$ cat src/rtl/ps2_rx_pkg.sv
package ps2_rx_pkg;

  localparam logic [7:0] BRK_PREFIX  = 8'hF0;
  localparam int         FRAME_EDGES = 11;
  localparam int         DATA_FIRST  = 1;
  localparam int         DATA_LAST   = 8;

  typedef struct packed {
    logic       vld;
    logic [7:0] code;
  } rx_byte_t;

endpackage

$ cat src/rtl/ps2_rx_sync.sv
module ps2_rx_sync #(
  parameter int WIDTH  = 2,
  parameter int STAGES = 2
) (
  input  logic             clk,
  input  logic             rst_n,
  input  logic [WIDTH-1:0] d_i,
  output logic [WIDTH-1:0] q_o
);

  logic [WIDTH-1:0] stg_q [STAGES];
  logic [WIDTH-1:0] stg_d [STAGES];

  for (genvar s = 0; s < STAGES; s++) begin : g_stage
    if (s == 0) begin : g_first
      assign stg_d[s] = d_i;
    end else begin : g_next
      assign stg_d[s] = stg_q[s-1];
    end

    // the idle level of both wires is high, so reset to ones
    always_ff @(posedge clk or negedge rst_n) begin
      if (!rst_n) stg_q[s] <= '1;
      else        stg_q[s] <= stg_d[s];
    end
  end

  assign q_o = stg_q[STAGES-1];

endmodule

$ cat src/rtl/ps2_rx_framer.sv
module ps2_rx_framer
  import ps2_rx_pkg::*;
#(
  parameter int CLK_HZ  = 125_000_000,
  parameter int IDLE_MS = 250
) (
  input  logic     clk,
  input  logic     rst_n,
  input  logic     kclk_s,
  input  logic     kdat_s,
  output rx_byte_t byte_o
);

  localparam int              TICK_DIV  = (CLK_HZ / 1000 > 0) ? CLK_HZ / 1000 : 1;
  localparam int              PW        = (TICK_DIV > 1) ? $clog2(TICK_DIV) : 1;
  localparam logic [PW-1:0]   TICK_LAST = PW'(TICK_DIV - 1);
  localparam int              MSW       = $clog2(IDLE_MS + 2);
  localparam logic [MSW-1:0]  MS_LIM    = MSW'(IDLE_MS);
  localparam logic [MSW-1:0]  MS_SAT    = MSW'(IDLE_MS + 1);
  localparam logic [3:0]      LAST_EDGE = 4'(FRAME_EDGES - 1);

  logic           kclk_q;
  logic [3:0]     cnt_q, cnt_d, cnt_base;
  logic [7:0]     sh_q, sh_d, sh_base;
  logic [PW-1:0]  pre_q, pre_d;
  logic [MSW-1:0] ms_q, ms_d;
  rx_byte_t       out_q, out_d;
  logic           fall, tick, stale;
  logic [2:0]     bidx;

  assign fall  = kclk_q & ~kclk_s;
  assign tick  = (pre_q == TICK_LAST);
  assign stale = (ms_q > MS_LIM);
  assign bidx  = 3'(cnt_base - 4'd1);

  always_comb begin
    cnt_d    = cnt_q;
    sh_d     = sh_q;
    pre_d    = pre_q;
    ms_d     = ms_q;
    out_d    = '{vld: 1'b0, code: out_q.code};
    cnt_base = stale ? 4'd0 : cnt_q;
    sh_base  = stale ? 8'd0 : sh_q;
    if (fall) begin
      pre_d = '0;
      ms_d  = '0;
      if (cnt_base >= 4'(DATA_FIRST) && cnt_base <= 4'(DATA_LAST)) begin
        sh_base[bidx] = kdat_s;
      end
      if (cnt_base == LAST_EDGE) begin
        out_d = '{vld: 1'b1, code: sh_base};
        cnt_d = '0;
        sh_d  = '0;
      end else begin
        cnt_d = cnt_base + 4'd1;
        sh_d  = sh_base;
      end
    end else if (tick) begin
      pre_d = '0;
      if (ms_q != MS_SAT) ms_d = ms_q + MSW'(1);
    end else begin
      pre_d = pre_q + PW'(1);
    end
  end

  always_ff @(posedge clk or negedge rst_n) begin
    if (!rst_n) begin
      kclk_q <= 1'b1;
      cnt_q  <= '0;
      sh_q   <= '0;
      pre_q  <= '0;
      ms_q   <= '0;
      out_q  <= '0;
    end else begin
      kclk_q <= kclk_s;
      cnt_q  <= cnt_d;
      sh_q   <= sh_d;
      pre_q  <= pre_d;
      ms_q   <= ms_d;
      out_q  <= out_d;
    end
  end

  assign byte_o = out_q;

  assert_edge_count_range_R1: assert property (@(posedge clk) disable iff (!rst_n)
    cnt_q <= LAST_EDGE);

  assert_byte_after_last_edge_R1: assert property (@(posedge clk) disable iff (!rst_n)
    (fall && !stale && cnt_q == LAST_EDGE) |=> (byte_o.vld && cnt_q == 4'd0));

  assert_fall_one_cycle_R2: assert property (@(posedge clk) disable iff (!rst_n)
    fall |=> !fall);

  assert_stale_restarts_R3: assert property (@(posedge clk) disable iff (!rst_n)
    (fall && stale) |=> (cnt_q == 4'd1));

endmodule

$ cat src/rtl/ps2_rx_ring.sv
module ps2_rx_ring
  import ps2_rx_pkg::*;
#(
  parameter int DEPTH = 16
) (
  input  logic       clk,
  input  logic       rst_n,
  input  rx_byte_t   push_i,
  input  logic       rd_i,
  input  logic       brk_take_i,
  output logic       avail_o,
  output logic       rd_ack_o,
  output logic       rd_valid_o,
  output logic [7:0] rd_code_o,
  output logic       brk_o
);

  localparam int            AW       = $clog2(DEPTH);
  localparam logic [AW-1:0] FULL_CNT = AW'(DEPTH - 1);

  logic [7:0]    mem [DEPTH];
  logic [AW-1:0] head_q, head_d, tail_q, tail_d;
  logic [AW-1:0] cnt, p1, p2;
  logic [7:0]    first, second;
  logic          empty, full, first_brk, wr_en;
  logic          ack_q, vld_q, vld_d, brk_q, brk_d, brk_set;
  logic [7:0]    code_q, code_d;

  assign cnt       = head_q - tail_q;
  assign empty     = (cnt == '0);
  assign full      = (cnt == FULL_CNT);
  assign p1        = tail_q + AW'(1);
  assign p2        = tail_q + AW'(2);
  assign first     = mem[p1];
  assign second    = mem[p2];
  assign first_brk = (first == BRK_PREFIX);
  assign wr_en     = push_i.vld & ~full;
  assign head_d    = wr_en ? head_q + AW'(1) : head_q;

  always_comb begin
    tail_d  = tail_q;
    vld_d   = 1'b0;
    code_d  = code_q;
    brk_set = 1'b0;
    if (rd_i && !empty) begin
      if (first_brk) begin
        brk_set = 1'b1;
        if (cnt > AW'(1)) begin
          tail_d = p2;
          vld_d  = 1'b1;
          code_d = second;
        end else begin
          tail_d = p1;
        end
      end else begin
        tail_d = p1;
        vld_d  = 1'b1;
        code_d = first;
      end
    end
    brk_d = brk_set ? 1'b1 : (brk_take_i ? 1'b0 : brk_q);
  end

  always_ff @(posedge clk) begin
    if (wr_en) mem[head_d] <= push_i.code;
  end

  always_ff @(posedge clk or negedge rst_n) begin
    if (!rst_n) begin
      head_q <= '0;
      tail_q <= '0;
      ack_q  <= 1'b0;
      vld_q  <= 1'b0;
      code_q <= '0;
      brk_q  <= 1'b0;
    end else begin
      head_q <= head_d;
      tail_q <= tail_d;
      ack_q  <= rd_i;
      vld_q  <= vld_d;
      code_q <= code_d;
      brk_q  <= brk_d;
    end
  end

  assign avail_o    = !empty && (!first_brk || cnt > AW'(1));
  assign rd_ack_o   = ack_q;
  assign rd_valid_o = vld_q;
  assign rd_code_o  = code_q;
  assign brk_o      = brk_q;

  assert_no_overflow_R4: assert property (@(posedge clk) disable iff (!rst_n)
    (push_i.vld && full) |=> (head_q == $past(head_q)));

  assert_ack_follows_rd_R6: assert property (@(posedge clk) disable iff (!rst_n)
    rd_i |=> rd_ack_o);

  assert_prefix_sets_brk_R7: assert property (@(posedge clk) disable iff (!rst_n)
    (rd_i && !empty && first_brk) |=> brk_o);

  assert_empty_read_invalid_R9: assert property (@(posedge clk) disable iff (!rst_n)
    (rd_i && empty) |=> (rd_ack_o && !rd_valid_o && tail_q == $past(tail_q)));

  assert_take_clears_R10: assert property (@(posedge clk) disable iff (!rst_n)
    (brk_take_i && !rd_i) |=> !brk_o);

endmodule

$ cat src/rtl/ps2_scan_rx.sv
module ps2_scan_rx
  import ps2_rx_pkg::*;
#(
  parameter int CLK_HZ      = 125_000_000,
  parameter int IDLE_MS     = 250,
  parameter int DEPTH       = 16,
  parameter int SYNC_STAGES = 2
) (
  input  logic       clk,
  input  logic       rst_n,
  input  logic       ps2_clk_i,
  input  logic       ps2_dat_i,
  input  logic       rd_i,
  input  logic       brk_take_i,
  output logic       avail_o,
  output logic       rd_ack_o,
  output logic       rd_valid_o,
  output logic [7:0] rd_code_o,
  output logic       brk_o
);

  logic [1:0] wires_s;
  rx_byte_t   rx_byte;

  ps2_rx_sync #(
    .WIDTH  (2),
    .STAGES (SYNC_STAGES)
  ) u_sync (
    .clk   (clk),
    .rst_n (rst_n),
    .d_i   ({ps2_dat_i, ps2_clk_i}),
    .q_o   (wires_s)
  );

  ps2_rx_framer #(
    .CLK_HZ  (CLK_HZ),
    .IDLE_MS (IDLE_MS)
  ) u_framer (
    .clk    (clk),
    .rst_n  (rst_n),
    .kclk_s (wires_s[0]),
    .kdat_s (wires_s[1]),
    .byte_o (rx_byte)
  );

  ps2_rx_ring #(
    .DEPTH (DEPTH)
  ) u_ring (
    .clk        (clk),
    .rst_n      (rst_n),
    .push_i     (rx_byte),
    .rd_i       (rd_i),
    .brk_take_i (brk_take_i),
    .avail_o    (avail_o),
    .rd_ack_o   (rd_ack_o),
    .rd_valid_o (rd_valid_o),
    .rd_code_o  (rd_code_o),
    .brk_o      (brk_o)
  );

endmodule

$ cat config.mk
export PLATFORM = sky130hd
export DESIGN_NAME = ps2_scan_rx
export DESIGN_NICKNAME = d
export VERILOG_FILES = /design/src/rtl/ps2_rx_pkg.sv /design/src/rtl/ps2_rx_sync.sv /design/src/rtl/ps2_rx_framer.sv /design/src/rtl/ps2_rx_ring.sv /design/src/rtl/ps2_scan_rx.sv
export SDC_FILE = /design/constraint.sdc
export NUM_CORES = 1
export LEC_CHECK = 0
export BUFFER_PORTS_ARGS = -buffer_cell sky130_fd_sc_hd__buf_2
export CORE_MARGIN = 5
export CORE_UTILIZATION = 45
export CTS_CLUSTER_SIZE = 12
export DETAILED_ROUTE_END_ITERATION = 8
export HOLD_SLACK_MARGIN = 0.02
export PLACE_DENSITY = 0.64
export SYNTH_ARGS = -nofsm -noshare
export SYNTH_HDL_FRONTEND = slang
export SYNTH_SLANG_ARGS = --single-unit
$ cat constraint.sdc
create_clock -name clk -period 4.5 [get_ports clk]
set_input_delay 0 -clock clk [delete_from_list [all_inputs] [get_ports clk]]
set_output_delay 0 -clock clk [all_outputs]
set_load 0.02 [all_outputs]
==> metrics.txt, run 1 <==
TritonCTS Buffers=17; register area=0.00561 mm²; Chip Height=158 µm; latest clock arrival within the worst-skew pair=440 ps; crit path capture type=output pin; share of cells above drive strength 1=21.0%; Row Count=54; Max Cap Viol=0; RSZ-0062 raised after global routing=false; # diodes=0; Crit path arrival time=4050 ps; share of power burned in registers=35.4%; Final min period=4050 ps; Die Area=0.0251 mm²; Startpoint Class=flop; worst hold margin=207 ps; final wirelength=23800 µm; Tcrit/Tclk final=89.9%; initial antenna violation count=0; Total GRT Usage=19.7%; CP Max Fanout=16; Hold Vio Cnt, Final=0; # DRC=0; Post-synth ARST share=35.4%; Psw=2.57 mW; largest net degree at the start of global routing=71; buffer depth of the longest clock path=2; Fillers=1825; CP Class=flop to output pin; Max Slew Vio Count=0; clock tree root buffer cell=clkbuf_16; area grow syn2layout=10.7%; Hold WC Path Type=primary input to flop; Initial Utilization=45.6%; clock share of power=21.3%; setup_tns=0 ps; placed instance count=1016; # clock sinks=198; fin nets=780; worst vdd rail ir drop=0.386 mV; CTS H-tree lvls=4; Non-Filler Instances=1053; Port Buffers=17; DP Worst Slack=639 ps; Worst slew margin=26.6%; syn nets=751; Yosys reg bits=198; leakage power=3.88 nW; post-synthesis cell area=0.00992 mm²; syn avg cell area=13.6 µm²; worst endpoint required time=4500 ps; CTS tree=done; Sw Share=38.4%; yosys warns=0; WL per Instance=22.6 µm; Max Clock Skew=11.8 ps; Core Footprint=0.0218 mm²; Congestion Overflow GR=0; Clock transition at path regs=80 ps; IO Pins=18; ys flop type=edfxtp_1; vias in the first global route=6489; DR vias=6603; synth unique cells=70; internal power=4.13 mW; die width=158 µm; Final Worst Setup Slack=455 ps; global-route wire length before repair=37200 µm; Final ANT Viol Nets=0; Pwr per Cell Area=610 mW/mm²; router iterations before antenna repair=5; Post-synth EDFFs=128; drt first-iter violations=722; Fmax=247 MHz; endpoints failing setup=0; cells after synthesis=731; Seq/Total Area, Yosys=56.5%; Slew @ Worst Pin=1100 ps; status=finished clean; gpl congestion=0.946; Via density=6.27; fin util=50.5%; Post-DP HPWL=15900 µm; footprint of the multi-input gates=0.00405 mm²; Logic pwr share=43.2%
==> cells in the final DEF (no fill, tap or decap), types with 11 or more instances in the layout <==
cell       netlist  final
mux4_2          62     62
nand4_1         17     17
edfxtp_1       128    128
buf_2           11     16
nand3_1         19     19
a21oi_1         13     13
buf_4            1     29
nor3_1          11     11
o211ai_1        20     20
o21ai_0         16     16
ha_1            13     13
nor2_1          66     66
dfrtp_1         65     64
and3_1          11     11
clkbuf_16        0     17
xor2_1          16     16
inv_1           18     18
o31ai_1         11     11
mux2i_1         12     12
nand2_1         60     60
==> power groups by stage <==
| stage | Clock, mW | Sequential (mW) | Combinational (mW) |
|---|---|---|---|
| finish | 1.43 | 2.37 | 2.90 |
| global route | 1.53 | 2.40 | 3.14 |
| CTS | 1.46 | 2.37 | 2.89 |
| detailed placement | 0 | 2.41 | 2.88 |
| global placement | 0 | 2.40 | 2.84 |
| floorplan | 0 | 2.37 | 2.19 |
==> registers in the layout (all words and copies together) (netlist names) <==
signal / count
u_ring.rd_code_o: 8
u_framer.sh_q: 8
u_framer.ms_q: 8
u_ring.rd_valid_o: 1
u_ring.tail_q: 4
u_framer.pre_q: 17
u_ring.head_q: 4
u_sync.q_o: 2
u_framer.byte_o: 9
u_framer.kclk_q: 1
u_sync.stg_d: 2
u_framer.cnt_q: 4
u_ring.rd_ack_o: 1
u_ring.brk_o: 1
u_ring.mem: 128
==> path summary, 6_finish.rpt <==
path | from | to | slack (ps) | cells past startpoint
min in group asynchronous | rst_n | u_ring.rd_ack_o | 230 | 2
setup / recovery | u_ring.tail_q[0] | avail_o | 450 | 11
hold / removal | ps2_clk_i | u_sync.stg_d[0] | 210 | 2
max in group asynchronous | rst_n | u_ring.tail_q[0] | 3620 | 2
setup reg to reg | u_ring.tail_q[0] | u_ring.tail_q[3] | 610 | 9
hold reg to reg | u_sync.stg_d[0] | u_sync.q_o[0] | 360 | 0
==> critical path: stages (launching register included) <==
cell and delay, ps:
dfrtp_4 500, ha_1 290, xor2_2 790, buf_4 370, mux2i_1 230, a22oi_1 110, a41oi_1 370, nand4_2 310
buf_4 270, o21ai_0 140, nand2_1 70, buf_2 150
==> through the flow <==
step / cell area (µm²) / power (mW)
after floorplan: 9920 / 4.56
after global placement: 10400 / 5.24
after detailed placement: 10400 / 5.29
after CTS: 11000 / 6.72
after global routing: 11000 / 7.07
final: 11000 / 6.70
==> routing by layer <==
metal / up-vias / global-route usage (%) / part of all wire, %
met3: 37 / 4.51 / 7.8
met4: 0 / 6.26 / 2.5
li1: 2922 / - / -
met1: 3323 / 26.2 / 41
met5: - / 0 / 0
met2: 321 / 32.5 / 49
==> kinds of logic after synthesis <==
family	synth area share [%]
AOI/OAI and AO/OA	9.07
xor gates and xnor gates	2.28
adders and majority gates	1.84
buffers and inverters	2.67
DFF	56.5
muxes	16.4
and+or+nand+nor	11.2
==> synth_stat cells (all sizes together), types with 3 or more instances <==
| master | n | area [µm²] |
|---|---|---|
| nand3 | 19 | 95.1 |
| and4 | 4 | 35.0 |
| or3 | 8 | 50.1 |
| a21boi | 5 | 41.3 |
| a31oi | 3 | 18.8 |
| mux2i | 12 | 120 |
| o31ai | 12 | 95.1 |
| a211oi | 4 | 30.0 |
| a22o | 10 | 87.6 |
| dfrtp | 65 | 1630 |
| o2bb2ai | 3 | 26.3 |
| mux4 | 62 | 1400 |
| nor4 | 7 | 50.1 |
| o311ai | 5 | 43.8 |
| edfxtp | 128 | 3840 |
| nor2b | 8 | 50.1 |
| xor2 | 17 | 156 |
| and2 | 4 | 25.0 |
| nor2 | 66 | 248 |
| and3 | 11 | 68.8 |
| a22oi | 3 | 22.5 |
| a21oi | 13 | 65.1 |
| o21a | 4 | 30.0 |
| buf | 17 | 104 |
| xnor2 | 8 | 70.1 |
| ha | 13 | 163 |
| clkbuf | 23 | 86.3 |
| o211ai | 20 | 150 |
| nor3 | 11 | 55.1 |
| nand2 | 60 | 225 |
| nand2b | 7 | 43.8 |
| dfstp | 5 | 131 |
| nand4 | 18 | 119 |
| mux2 | 10 | 113 |
| o21ai | 16 | 80.1 |
| inv | 19 | 71.3 |
==> layout make-up <==
| cell class | count | area share (%) |
|---|---|---|
| Clock buffer | 18 | 3.91 |
| Clock inverter | 14 | 1.13 |
| Inverter | 20 | 0.683 |
| Multi-Input combinational cell | 473 | 36.9 |
| Sequential cell | 198 | 51.0 |
| Tap cell | 280 | 3.19 |
| Timing Repair Buffer | 50 | 3.17 |
==> what timing repair did <==
action / in CTS / in global routing
hold buffers: 5 / 0
buffers inserted: 0 / 0
endpoints found under the hold margin: 70 / 0
resized for setup: 0 / 0
(Power assumes the default switching activity.)
==> run 2, diff against run 1 <==
--- a/config.mk
+++ b/config.mk
@@ -11,6 +11,7 @@
 export CTS_CLUSTER_SIZE = 12
 export DETAILED_ROUTE_END_ITERATION = 8
 export HOLD_SLACK_MARGIN = 0.02
+export MAX_ROUTING_LAYER = met4
 export PLACE_DENSITY = 0.64
 export SYNTH_ARGS = -nofsm -noshare
 export SYNTH_HDL_FRONTEND = slang
==> run 2 against run 1 <==
Compared with the run above: non-clock buffer count increased by 1; highest routed layer unchanged; via count grew 0.12%; setup slack got worse by 7.4 ps; utilization is 0.25 points higher.
==> metrics.txt, run 2 (synthesis results as in run 1) <==
worst endpoint required time=4500 ps (about the same); Die Area=0.0251 mm² (unchanged); fin area=0.0110 mm² (+0.49%); largest net degree at the start of global routing=71 (unchanged); Pwr per Cell Area=618 mW/mm² (+1.4%); Crit path arrival time=4050 ps (about the same); Hold Buf Count CTS=5 (unchanged); # diodes=0 (unchanged); endpoints failing setup=0 (unchanged); final wirelength=24300 µm (+2.0%); Worst Reg-to-Reg Cells=10 (+1); # DRC=0 (unchanged); Port Buffers=17 (unchanged); worst vdd rail ir drop=0.346 mV (-10%); fin util=50.7% (+0.25 points); Via density=6.27 (about the same); Worst slew margin=22.8% (-3.8 points); Clock transition at path regs=70 ps (about the same); # clock sinks=198 (unchanged); IO Pins=18 (unchanged); Row Count=54 (unchanged); Congestion Overflow GR=0 (unchanged); Startpoint Class=flop; worst hold stages=2 (unchanged); Initial Utilization=45.6% (unchanged); WL per Instance=23.0 µm (+1.9%); Fmax=247 MHz (-0.18%); initial antenna violation count=0 (unchanged); vias in the first global route=6408 (-1.2%); Hold WC Path Type=primary input to flop; CTS H-tree lvls=4 (unchanged); Placed Area=0.0104 mm² (+0.19%); met1 usage=27.1% (+0.86 points); setup_tns=0 ps (unchanged); met3 Usage GRT=3.51% (-1.0 points); most common cell after layout, fill and taps aside=edfxtp_1; crit path capture type=output pin; max FFs per register=128 (unchanged); Most flops, register=u_ring.mem; CTS tree=done; die width=158 µm (unchanged); post-CTS sizing=0 (unchanged); DR vias=6611 (+0.12%); Chip Height=158 µm (unchanged); share of cells above drive strength 1=21.3% (+0.36 points); most frequent cells in the layout=edfxtp_1, nor2_1, dfrtp_1; fin nets=781 (+0.13%); worst hold margin=202 ps (-5.84 ps); buffer depth of the longest clock path=2 (unchanged); power consumption=6.82 mW (+1.9%); Total GRT Usage=20.5% (+0.82 points); latest clock arrival within the worst-skew pair=440 ps (about the same); Hold Vio Cnt, Final=0 (unchanged); Top Usage Layer GRT=met2; Max Slew Vio Count=0 (unchanged); CP startpoint=u_ring.tail_q[0]; router iterations before antenna repair=5 (unchanged); hold path start=ps2_clk_i; Final ANT Viol Nets=0 (unchanged); CP Max Fanout=20 (+4); Non-Filler Instances=1054 (+0.095%); Core Footprint=0.0218 mm² (unchanged); reg2reg start=u_ring.head_q[0]; global-route wire length before repair=37500 µm (+0.67%); RSZ-0062 raised after global routing=false; Post-DP HPWL=16100 µm (+1.4%); Max Clock Skew=15.0 ps (+3.21 ps); Tcrit/Tclk final=90.1% (+0.16 points); TritonCTS Buffers=17 (unchanged); met2 Use GR=32.4% (-0.081 points); status=finished clean; leakage power=3.92 nW (+0.98%); gpl congestion=0.968 (+2.3%); clock tree root buffer cell=clkbuf_16; Final Worst Setup Slack=448 ps (-7.42 ps); CP Class=flop to output pin; Final min period=4050 ps (+7.41 ps); area grow syn2layout=11.3%; Post-CTS Setup Bufs=0 (unchanged); Max Cap Viol=0 (unchanged); Slew @ Worst Pin=1150 ps (+57.2 ps); DP Worst Slack=588 ps (-50.5 ps); placed instance count=1017 (+0.098%); drt first-iter violations=545 (-25%)
[run 2: layout make-up]
type | count | area, µm²
Clock buffer | 17 | 425
Tap cell | 280 | 350
Multi-Input combinational cell | 473 | 4050
Fill cell | 1845 | 10700
Clock inverter | 15 | 161
Inverter | 20 | 75.1
Timing Repair Buffer | 51 | 368
Sequential cell | 198 | 5610
[run 2: worst max-delay path, stage by stage, from the launching register on]
cell     delay, ps
dfrtp_4        500
ha_1          1000
buf_4          370
nand2_1        190
nor3_1         200
nor2_1          70
a41oi_1        360
nand4_2        300
buf_4          260
o21ai_0        140
nand2_1         70
buf_2          150
[run 2: worst paths after layout]
| check | slack, ps | to |
|---|---|---|
| min reg2reg | 360 | u_sync.q_o[1] |
| max in group asynchronous | 3620 | u_ring.tail_q[0] |
| max reg2reg | 570 | u_ring.mem[12][7] |
| min in group asynchronous | 230 | u_ring.rd_ack_o |
| min | 200 | u_sync.stg_d[0] |
| max | 450 | avail_o |
[run 2: routing by layer]
metal | vias up | part of all wire [%]
met2 | 296 | 49
met4 | 0 | 2.6
met3 | 42 | 6.4
met1 | 3360 | 42
li1 | 2913 | -
met5 | - | 0
[run 2: power breakdown]
group / leakage [nW] / switching [mW] / total [mW] / internal [mW]
logic: 1.69 / 1.68 / 2.94 / 1.26
registers: 1.95 / 0.215 / 2.38 / 2.16
clock network: 0.281 / 0.721 / 1.51 / 0.791
==> run 3, diff against run 2 <==
==> constraint.sdc (replaced) <==
create_clock -name clk -period 4.6 [get_ports clk]
set_input_delay 0 -clock clk [delete_from_list [all_inputs] [get_ports clk]]
set_output_delay 0 -clock clk [all_outputs]
set_load 0.02 [all_outputs]
==> run 3 against run 2 <==
Compared with the run above: wire length is 1.5% lower; non-clock buffer count is 5 lower; largest power group unchanged; critical endpoint unchanged; critical path type unchanged; setup slack better by 96 ps.
==> metrics.txt, run 3 (synthesis results as in run 1) <==
Hold Vio Cnt, Final=0 (unchanged); Post-CTS Setup Bufs=0 (unchanged); vias in the first global route=6542 (+2.1%); Congestion Overflow GR=0 (unchanged); status=finished clean; Hold WC Path Type=primary input to flop; worst vdd rail ir drop=0.371 mV (+7.3%); Core Footprint=0.0218 mm² (unchanged); most common cell after layout, fill and taps aside=edfxtp_1; share of cells above drive strength 1=20.3% (-1.0 points); Row Count=54 (unchanged); Sw Share=37.6% (-0.78 points); Clock transition at path regs=70 ps (about the same); Startpoint Class=flop; endpoints failing setup=0 (unchanged); Via density=6.32 (+0.75%); initial antenna violation count=0 (unchanged); setup_tns=0 ps (unchanged); register area=0.00561 mm² (unchanged); final wirelength=23900 µm (-1.5%); TritonCTS Buffers=17 (unchanged); share of power burned in registers=34.8% (about the same); DR vias=6629 (+0.27%); # diodes=0 (unchanged); leakage power=3.89 nW (-0.77%); Crit path arrival time=4060 ps (about the same); Most flops, register=u_ring.mem; Non-Filler Instances=1049 (-0.47%); crit path capture type=output pin; Max Clock Skew=17.8 ps (+2.77 ps); Tcrit/Tclk final=88.2%; Port Buffers=17 (unchanged); Pwr per Cell Area=610 mW/mm² (-1.2%); CP Max Fanout=23 (+15%); IO Pins=18 (unchanged); Final min period=4060 ps; clock tree root buffer cell=clkbuf_16; Slew @ Worst Pin=1170 ps (+19.3 ps); internal power=4.19 mW (-0.44%); CTS H-tree lvls=4 (unchanged); fin nets=776 (-0.64%); Logic pwr share=43.0% (about the same); Total GRT Usage=20.5% (about the same); Final ANT Viol Nets=0 (unchanged); Psw=2.52 mW (-3.7%); hold path start=ps2_dat_i; Worst slew margin=20.8% (-2.0 points); latest clock arrival within the worst-skew pair=440 ps (about the same); most frequent cells in the layout=edfxtp_1, nor2_1, dfrtp_1; power consumption=6.71 mW (-1.7%); gpl congestion=0.928 (-4.1%); Initial Utilization=45.6% (unchanged); clock share of power=22.2% (about the same); buffer depth of the longest clock path=2 (unchanged); largest net degree at the start of global routing=71 (unchanged); placed instance count=1012 (-0.49%); drt first-iter violations=594 (+9.0%); # clock sinks=198 (unchanged); worst endpoint required time=4600 ps (+100 ps); WL per Instance=22.8 µm (-1.1%); Fillers=1858 (+0.70%); fin util=50.5% (-0.23 points); footprint of the multi-input gates=0.00405 mm² (unchanged); die width=158 µm (unchanged); reg2reg start=u_ring.head_q[0]; Chip Height=158 µm (unchanged); max FFs per register=128 (unchanged); # DRC=0 (unchanged); worst hold margin=211 ps (+9.12 ps); Max Cap Viol=0 (unchanged); RSZ-0062 raised after global routing=false; global-route wire length before repair=38000 µm (+1.5%); Post-DP HPWL=16200 µm (+0.65%); router iterations before antenna repair=6 (+1); CP Class=flop to output pin; Fmax=247 MHz; area grow syn2layout=10.8%; CP startpoint=u_ring.tail_q[0]; CTS tree=done; Max Slew Vio Count=0 (unchanged); Die Area=0.0251 mm² (unchanged)
-- run 3: cell types whose count changed in the layout (fill, tap and decap cells not counted) --
cell,change
clkinv_2,+3
inv_8,-5
bufinv_16,+2
clkinv_1,+3
buf_4,-4
inv_6,-3
buf_12,-1
clkbuf_1,+1
clkinvlp_4,-1
-- run 3: layout make-up --
cell class	instances	area share (%)
Clock buffer	18	3.91
Multi-Input combinational cell	473	36.9
Sequential cell	198	51.0
Clock inverter	14	1.43
Tap cell	280	3.19
Inverter	20	0.683
Timing Repair Buffer	46	2.89
-- run 3: per-stage QoR --
step,setup slack [ps],area [µm²]
after floorplan,987,9920
after global placement,830,10400
after detailed placement,703,10400
after CTS,522,11000
after global routing,342,11000
final,544,11000
-- run 3: critical path, cell delays in order (launching register included) --
cell	delay (ps)
dfrtp_4	510
ha_1	1010
mux4_2	420
o211ai_1	150
nand4_1	170
nor4_1	400
nand4_2	310
buf_4	270
o21ai_0	150
nand2_1	70
buf_2	160
-- run 3: what timing repair did --
item / 4_1_cts / 5_1_grt
hold buffers: 5 / 0
hold endpoints to repair: 69 / 0
resized for setup: 0 / 0
-- run 3: final timing paths --
check                                     end  slack, ps  cells past startpoint
min                           u_sync.stg_d[1]        210                      2
min reg2reg                     u_sync.q_o[1]        360                      0
max                                   avail_o        540                     10
max reg2reg                  u_ring.mem[1][2]        640                     10
min in group asynchronous  u_framer.pre_q[14]        240                      2
max in group asynchronous    u_ring.tail_q[0]       3700                      2
-- run 3: power groups by stage --
stage               Combinational [mW]  Sequential [mW]  Clock [mW]
global placement                  2.79             2.35           0
CTS                               2.87             2.33        1.52
detailed placement                2.85             2.37           0
floorplan                         2.14             2.32           0
finish                            2.88             2.33        1.49
global route                      3.11             2.36        1.59
-- run 3: metal layers --
metal | global-route usage [%] | vias up | share of wire (%) | wire length [µm]
met5 | - | - | 0 | 0
met4 | 5.24 | 0 | 1.9 | 447
met3 | 3.45 | 36 | 7.9 | 1900
met2 | 32.0 | 332 | 48 | 11500
met1 | 28.4 | 3352 | 42 | 10100
li1 | - | 2909 | - | -
